$ cat src/rtl/irq_pkg.sv
package irq_pkg;
    typedef enum int unsigned {
        CH_SHORT = 0,
        CH_LONG  = 1
    } irq_ch_e;

    localparam int unsigned NUM_CH = 2;

    function automatic int unsigned ch_bits(input int unsigned ch,
                                            input int unsigned short_log2,
                                            input int unsigned long_log2);
        return (ch == CH_SHORT) ? short_log2 : long_log2;
    endfunction
endpackage

$ cat src/rtl/irq_us_prescaler.sv
module irq_us_prescaler #(
    parameter int unsigned CLKS_PER_US = 125
) (
    input  logic clk,
    input  logic rst_n,
    output logic tick
);
    localparam int unsigned PRE_W = (CLKS_PER_US > 1) ? $clog2(CLKS_PER_US) : 1;
    localparam logic [PRE_W-1:0] LAST = PRE_W'(CLKS_PER_US - 1);

    typedef struct packed {
        logic [PRE_W-1:0] div;
    } pre_st_t;

    pre_st_t st_d, st_q;

    always_comb begin
        st_d = st_q;
        tick = (st_q.div == LAST);
        if (tick) begin
            st_d.div = '0;
        end else begin
            st_d.div = st_q.div + 1'b1;
        end
    end

    always_ff @(posedge clk) begin
        if (!rst_n) begin
            st_q <= '0;
        end else begin
            st_q <= st_d;
        end
    end
endmodule

$ cat src/rtl/irq_us_counter.sv
module irq_us_counter
    import irq_pkg::*;
#(
    parameter int unsigned SHORT_LOG2 = 10,
    parameter int unsigned LONG_LOG2  = 14
) (
    input  logic              clk,
    input  logic              rst_n,
    input  logic              tick,
    output logic [NUM_CH-1:0] wrap
);
    typedef struct packed {
        logic [LONG_LOG2-1:0] us;
    } cnt_st_t;

    cnt_st_t st_d, st_q;

    always_comb begin
        st_d = st_q;
        if (tick) begin
            st_d.us = st_q.us + 1'b1;
        end
    end

    for (genvar ch = 0; ch < NUM_CH; ch++) begin : g_wrap
        localparam int unsigned BITS = ch_bits(ch, SHORT_LOG2, LONG_LOG2);
        assign wrap[ch] = tick && (&st_q.us[BITS-1:0]);
    end

    always_ff @(posedge clk) begin
        if (!rst_n) begin
            st_q <= '0;
        end else begin
            st_q <= st_d;
        end
    end
endmodule

$ cat src/rtl/irq_req_latch.sv
module irq_req_latch (
    input  logic clk,
    input  logic rst_n,
    input  logic arm,
    input  logic evt,
    output logic req
);
    typedef struct packed {
        logic pend;
    } req_st_t;

    req_st_t st_d, st_q;

    always_comb begin
        st_d = st_q;
        if (!arm) begin
            st_d.pend = 1'b0;
        end else if (evt) begin
            st_d.pend = 1'b1;
        end
    end

    assign req = st_q.pend;

    always_ff @(posedge clk) begin
        if (!rst_n) begin
            st_q <= '0;
        end else begin
            st_q <= st_d;
        end
    end
endmodule

$ cat src/rtl/dual_interval_irq.sv
module dual_interval_irq
    import irq_pkg::*;
#(
    parameter int unsigned CLKS_PER_US = 125,
    parameter int unsigned SHORT_LOG2  = 10,
    parameter int unsigned LONG_LOG2   = 14
) (
    input  logic clk,
    input  logic rst_n,
    input  logic short_en,
    input  logic long_en,
    output logic short_req,
    output logic long_req
);
    logic              tick;
    logic [NUM_CH-1:0] wrap;
    logic [NUM_CH-1:0] arm_v;
    logic [NUM_CH-1:0] req_v;
    logic              short_evt;
    logic              long_evt;

    assign arm_v[CH_SHORT] = short_en;
    assign arm_v[CH_LONG]  = long_en;
    assign short_evt       = wrap[CH_SHORT];
    assign long_evt        = wrap[CH_LONG];

    irq_us_prescaler #(.CLKS_PER_US(CLKS_PER_US)) u_pre (
        .clk   (clk),
        .rst_n (rst_n),
        .tick  (tick)
    );

    irq_us_counter #(.SHORT_LOG2(SHORT_LOG2), .LONG_LOG2(LONG_LOG2)) u_cnt (
        .clk   (clk),
        .rst_n (rst_n),
        .tick  (tick),
        .wrap  (wrap)
    );

    for (genvar ch = 0; ch < NUM_CH; ch++) begin : g_ch
        irq_req_latch u_req (
            .clk   (clk),
            .rst_n (rst_n),
            .arm   (arm_v[ch]),
            .evt   (wrap[ch]),
            .req   (req_v[ch])
        );
    end

    assign short_req = req_v[CH_SHORT];
    assign long_req  = req_v[CH_LONG];
endmodule

$ cat config.mk
export PLATFORM = sky130hd
export DESIGN_NAME = dual_interval_irq
export DESIGN_NICKNAME = d
export VERILOG_FILES = /design/src/rtl/irq_pkg.sv /design/src/rtl/irq_us_prescaler.sv /design/src/rtl/irq_us_counter.sv /design/src/rtl/irq_req_latch.sv /design/src/rtl/dual_interval_irq.sv
export SDC_FILE = /design/constraint.sdc
export NUM_CORES = 1
export LEC_CHECK = 0
export ABC_AREA = 1
export CAP_MARGIN = 0
export CORE_ASPECT_RATIO = 1.2
export CORE_UTILIZATION = 45
export DETAILED_ROUTE_END_ITERATION = 10
export DONT_BUFFER_PORTS = 1
export SYNTH_ARGS = -nofsm -noshare
export SYNTH_HDL_FRONTEND = slang
export SYNTH_SLANG_ARGS = --single-unit
$ cat constraint.sdc
create_clock -name clk -period 3.7 [get_ports clk]
set_input_delay 0.37 -clock clk [delete_from_list [all_inputs] [get_ports clk]]
set_output_delay 0.37 -clock clk [all_outputs]
set_load 0.05 [all_outputs]
; ---- After elaboration in Yosys (flattened, before gate mapping)
; Index checks and enable logic that the tools add are counted.
[classes]
addsub = 2
n_eq_ne = 1
bitwise = 1
reduce_logical = 7
[op_table]
columns = cell, count
row1 = 14-bit by 1-bit adder with 14-bit output (second input constant), 1
row2 = 14-bit AND reduction, 1
row3 = 10-bit AND reduction, 1
row4 = 7-bit by 1-bit adder with 7-bit output (second input constant), 1
row5 = 7-bit equality test (second input constant), 1
row6 = 2-bit AND reduction, 2
row7 = 1-bit logical AND, 2
row8 = 2-bit OR reduction, 1
row9 = 1-bit NOT, 1
[totals]
register_bits = 23
inputBits = 4
output_inout_bits = 2
wordCells = 15

; ---- Logic depth before layout (Yosys ltp)
[logic_depth]
word_depth = 2
ltp_mapped = 10
depth_no_buf = 10

; ---- Hierarchy
; A second synthesis with hierarchy kept.
[hier_totals]
cells_unflattened = 167
area_unflattened_um2 = 1139.8
[by_module_without_submodules]
columns = mod, instances, cells_per_inst, area_each_um2, seq_area_each_um2
row1 = irq_us_counter, 1, 116, 737.0, 280.3
row2 = irq_us_prescaler, 1, 43, 340.3, 140.1
row3 = irq_req_latch, 2, 4, 31.3, 20.0

; ---- Least setup slack after synthesis
; OpenSTA, ideal clock, no wires.
[synth_timing]
kind = register to register
from = register u_cnt.st_q[0] in the netlist's numbering
to = register u_cnt.st_q[10] in the netlist's numbering
setup_time_ns = 0.113
arrival_time_ns = 1.169
required_ns = 3.587
slack_ns = 2.418
path_stages_with_launch = 9
n_path_buf = 0
period_less_slack_ns = 1.282
path_cell_list = dfxtp_1 > ha_1 > nand2_1 > nor3_1 > nand2_1 > nor2_1 > nand2_1 > nand2_1 > nor2_1
[synth_via]
elab_chain_len = 1
[synth_rtl]
columns = item, line
row1 = "start, declared", irq_us_counter.sv:16  ; cnt_st_t st_d, st_q;
row2 = "start signal, assigned", irq_us_counter.sv:34  ; st_q <= st_d;
row3 = 14-bit by 1-bit adder with 14-bit output, irq_us_counter.sv:21  ; st_d.us = st_q.us + 1'b1;
; Every way passes these cells.
; A chain may end at the register's enable or synchronous reset.

; ---- Worst setup path after layout
[layout_timing]
from = register u_pre.st_q[0] in the netlist's numbering
to = register u_cnt.st_q[11] in the netlist's numbering
[layout_via]
elab_chain_len = 1
[layout_rtl]
columns = item, line
row1 = "start, declared", irq_us_prescaler.sv:15  ; pre_st_t st_d, st_q;
row2 = "start signal, assigned", irq_us_prescaler.sv:31  ; st_q <= st_d;
row3 = 7-bit equality test, irq_us_prescaler.sv:19  ; tick = (st_q.div == LAST);
; Every way passes these cells.

==> results by group <==
STA
  • RSZ-0062 raised after global routing: false
  • Clock Skews: 0.00347 ns
  • Actual transition at the worst max-transition pin: 0.496 ns
  • Final-report setup violation count: 0
  • Relative slew slack: 66.9%
  • Number of hold violations in the final report: 0
  • Hold slack final: 0.167 ns
  • Minimum period implied by the final worst setup slack: 1.59 ns
  • Number of pins exceeding their max-slew limit in the final report: 0
  • Maximum clock frequency: between 0.6 and 0.7 GHz
  • Accumulated negative setup slack: 0 ns
  • Final period utilization: 43.0%

Floorplanning
  • Overall die area: approximately 2700 um2
  • Rows: 19
  • Core Area: 2330 um2
  • DIE WIDTH: 47.7 um
  • Vert. Die Dim: 56.8 um
  • Initial Utilization: 48.4%
  • Boundary Pins: 6

Setup path
  • Buf+Inv Stages, Crit Path: 1
  • CP max stage delay: 0.36 ns
  • Cells along the critical path: inv_1, ha_1, nand3_1, nor2_2, nand2_1, nor2_2, nand3_1, nand2_1, nor2_1
  • Depth of the critical timing path with buffers and inverters included: 9
  • Setup crit end kind: flop
  • Largest driver fanout on the critical path: 12
  • Signal arrival time at the worst endpoint: roughly 1.8 ns
  • Kind of cell adding the most delay to the critical path: simple AND/OR/NAND/NOR gates
  • Category of the critical setup timing path: reg -> reg
  • Count of cells along the worst register-to-register path: 9
  • Slowest cell on the critical path: sky130_fd_sc_hd__dfxtp_1
  • Setup slack on the worst flop-to-flop path: 2.11 ns
  • Type of element launching the critical path: flop
  • Data required time of the worst path: 3.91 ns

Layout
  • Area delta synth->final: 3.55%
  • Number of fillers in the final layout: 278
  • Share of final-layout standard cells stronger than drive strength 1: 6.71%
  • End-of-flow core utilization: about half
  • Final net count: about 170
  • Antenna fix cells: 0

Drt
  • Total wire length after detailed routing: 1.96 mm
  • Average wire per standard cell: 10.1 um
  • Pre-antenna DRT Iters: 4
  • Via total after detailed routing: 977
  • Count of unresolved DRC violations after routing: 0
  • Final antenna-violating net count: 0
  • Detailed-route vias per instance: 5.01
  • Initial drt markers: 20

Logic synthesis
  • EDFF count, synth: 0
  • YS warnings: 0
  • Cell taking the most area after synthesis: sky130_fd_sc_hd__dfxtp_1
  • Post-synthesis register bit count: 23
  • Synth top area share: between 40 and 50%
  • Post-Syn Nets: between 150 and 200
  • Most numerous cell in the Yosys netlist: sky130_fd_sc_hd__nand2_1
  • Synthesized instance count: 162
  • Top post-synthesis cells by count: sky130_fd_sc_hd__nand2_1, sky130_fd_sc_hd__nor2_1, sky130_fd_sc_hd__dfxtp_1
  • Proportion of synthesized flip-flops having asynchronous set or reset: 0%
  • Number of distinct library cells after synthesis: 21
  • Most used flip-flop cell after synthesis: sky130_fd_sc_hd__dfxtp_1
  • Mapped cell area: 1130 um2
  • Proportion of synthesized chip area in sequential cells: 40.8%
  • Synthesized area per cell: between 6 and 7 um2
  • Most area-consuming cells after synthesis: sky130_fd_sc_hd__dfxtp_1, sky130_fd_sc_hd__nand2_1, sky130_fd_sc_hd__nor2_1

Min path
  • Cell count of the worst hold path: 2
  • Type of the most critical hold path: in -> reg

Pwr
  • Part of the total power dissipated in combinational logic: under 10%
  • Int Power: 297 uW
  • Maximum vdd drop: about 0.25 mV
  • Power share of the clock group: a little under a third
  • Cell leakage power: 0.429 nW
  • Total net switching power: 80.9 uW
  • Part of the total power dissipated in sequential elements: around 67%
  • Switching part of the total: 21.4%
  • Total power divided by cell area: about 320 nW/um2

Placement
  • Detailed Place HPWL: approximately 1.4 mm
  • Buffers added on ports: 0
  • Final estimated routing congestion in global placement: 0.754

Clocking
  • Clk sink count: 23
  • Clock root buffer master: sky130_fd_sc_hd__clkbuf_4
  • CTS Buf Count: 3
  • Clock Latency Late Sink: around 0.30 ns
  • Count of hold-fix buffers inserted at cts: 0
  • Level count of the clock H-tree: 1
  • Clock-pin transition on the worst setup and hold timing paths: approximately 0.12 ns
  • Clock buffer depth: 2
  • CTS tree: built
  • Count of instances resized after the clock tree is built: 0
  • Post-CTS setup-driven buffer insertion count: 0

Flow run
  • Number of max-cap violations: 0

Global routing
  • Maximum number of pins on one net before global-route repair: 17
  • Vias in the first global route: 891
  • Wire length of the first global-routing pass: between 3 and 4 mm
  • Total congestion overflow: 0
  • Antenna violations before repair: 0
  • GRT Overall Usage: 17.3%

Outcome
  • Result of the run: finished, final reports clean
## path summary, 6_finish.rpt
check	start	to
setup / recovery	u_pre.st_q[0]$_SDFF_PP0_	u_cnt.st_q[11]$_SDFFE_PN0N_
hold / removal	rst_n	g_ch[1].u_req.req$_SDFFE_PN0P_
hold reg to reg	u_pre.st_q[0]$_SDFF_PP0_	u_pre.st_q[0]$_SDFF_PP0_
setup reg to reg	u_pre.st_q[0]$_SDFF_PP0_	u_cnt.st_q[11]$_SDFFE_PN0N_
## kinds of logic after synthesis
family | Yosys count | share of synthesized area [%]
compound gates | 15 | 6.66
flops | 23 | 40.8
simple gates | 95 | 37.2
fa+ha+maj | 3 | 3.33
buf+inv | 22 | 8.88
xor+xnor | 4 | 3.11
## layout make-up
| class | count | area [um2] | share of cell area, % |
|---|---|---|---|
| inverter | 20 | 75.1 | 6.43 |
| tap | 31 | 38.8 | 3.32 |
| multi-input combinational | 117 | 567 | 48.6 |
| sequential | 23 | 460 | 39.4 |
| clock buffer | 4 | 26.3 | 2.25 |
## flip-flops by register name (all words and copies together), names as in the netlist
| name | flops |
|---|---|
| u_cnt.st_q | 14 |
| g_ch.u_req.req | 2 |
| u_pre.st_q | 7 |
## placed cells by master, fill, tap and decap left out
cell type,instances
sky130_fd_sc_hd__clkbuf_1,1
sky130_fd_sc_hd__dfxtp_1,23
sky130_fd_sc_hd__nor2_2,3
sky130_fd_sc_hd__nand2_2,1
sky130_fd_sc_hd__a21oi_1,9
sky130_fd_sc_hd__xor2_1,3
sky130_fd_sc_hd__or3_1,1
sky130_fd_sc_hd__nand3_1,9
sky130_fd_sc_hd__clkbuf_4,3
sky130_fd_sc_hd__nor3_1,4
sky130_fd_sc_hd__ha_1,3
sky130_fd_sc_hd__nor2_4,1
sky130_fd_sc_hd__nor2_1,30
sky130_fd_sc_hd__nand3b_1,1
sky130_fd_sc_hd__or2_2,1
sky130_fd_sc_hd__xnor2_1,1
sky130_fd_sc_hd__nand3_2,2
sky130_fd_sc_hd__inv_1,20
sky130_fd_sc_hd__nand2_1,39
sky130_fd_sc_hd__o21ai_0,6
sky130_fd_sc_hd__nand4_1,3
## power by group through the flow
stage | clock [mW] | combinational, mW | sequential, mW
after detailed placement | 0 | 0.0111 | 0.258
after global routing | 0.131 | 0.0136 | 0.253
after floorplan | 0 | 0.0118 | 0.258
final | 0.114 | 0.0109 | 0.253
after CTS | 0.121 | 0.0112 | 0.253
after global placement | 0 | 0.0109 | 0.258
## stage by stage
stage / std cells / power, mW / instance area [um2] / setup WS, ns
2_1_floorplan: 162 / 0.270 / 1130 / 2.42
4_1_cts: 195 / 0.385 / 1170 / 2.08
3_5_place_dp: 191 / 0.269 / 1140 / 2.12
6_report: 195 / 0.378 / 1170 / 2.11
3_3_place_gp: 191 / 0.269 / 1140 / 2.15
5_1_grt: 195 / 0.398 / 1170 / 1.88
## layer usage
layer | GRT usage [%] | up-vias | part of all wire [%]
met1 | 18.8 | 453 | 44
li1 | - | 513 | -
met4 | 7.14 | 0 | 0.87
met3 | 3.86 | 2 | 2.3
met5 | 0 | - | 0
met2 | 30.1 | 9 | 53
## worst register-to-register path: stages (launching register included)
cell	delay, ns
sky130_fd_sc_hd__dfxtp_1	0.36
sky130_fd_sc_hd__inv_1	0.06
sky130_fd_sc_hd__ha_1	0.15
sky130_fd_sc_hd__nand3_1	0.09
sky130_fd_sc_hd__nor2_2	0.36
sky130_fd_sc_hd__nand2_1	0.17
sky130_fd_sc_hd__nor2_2	0.13
sky130_fd_sc_hd__nand3_1	0.08
sky130_fd_sc_hd__nand2_1	0.06
sky130_fd_sc_hd__nor2_1	0.03
No activity file was read; power rests on OpenSTA's default activity.
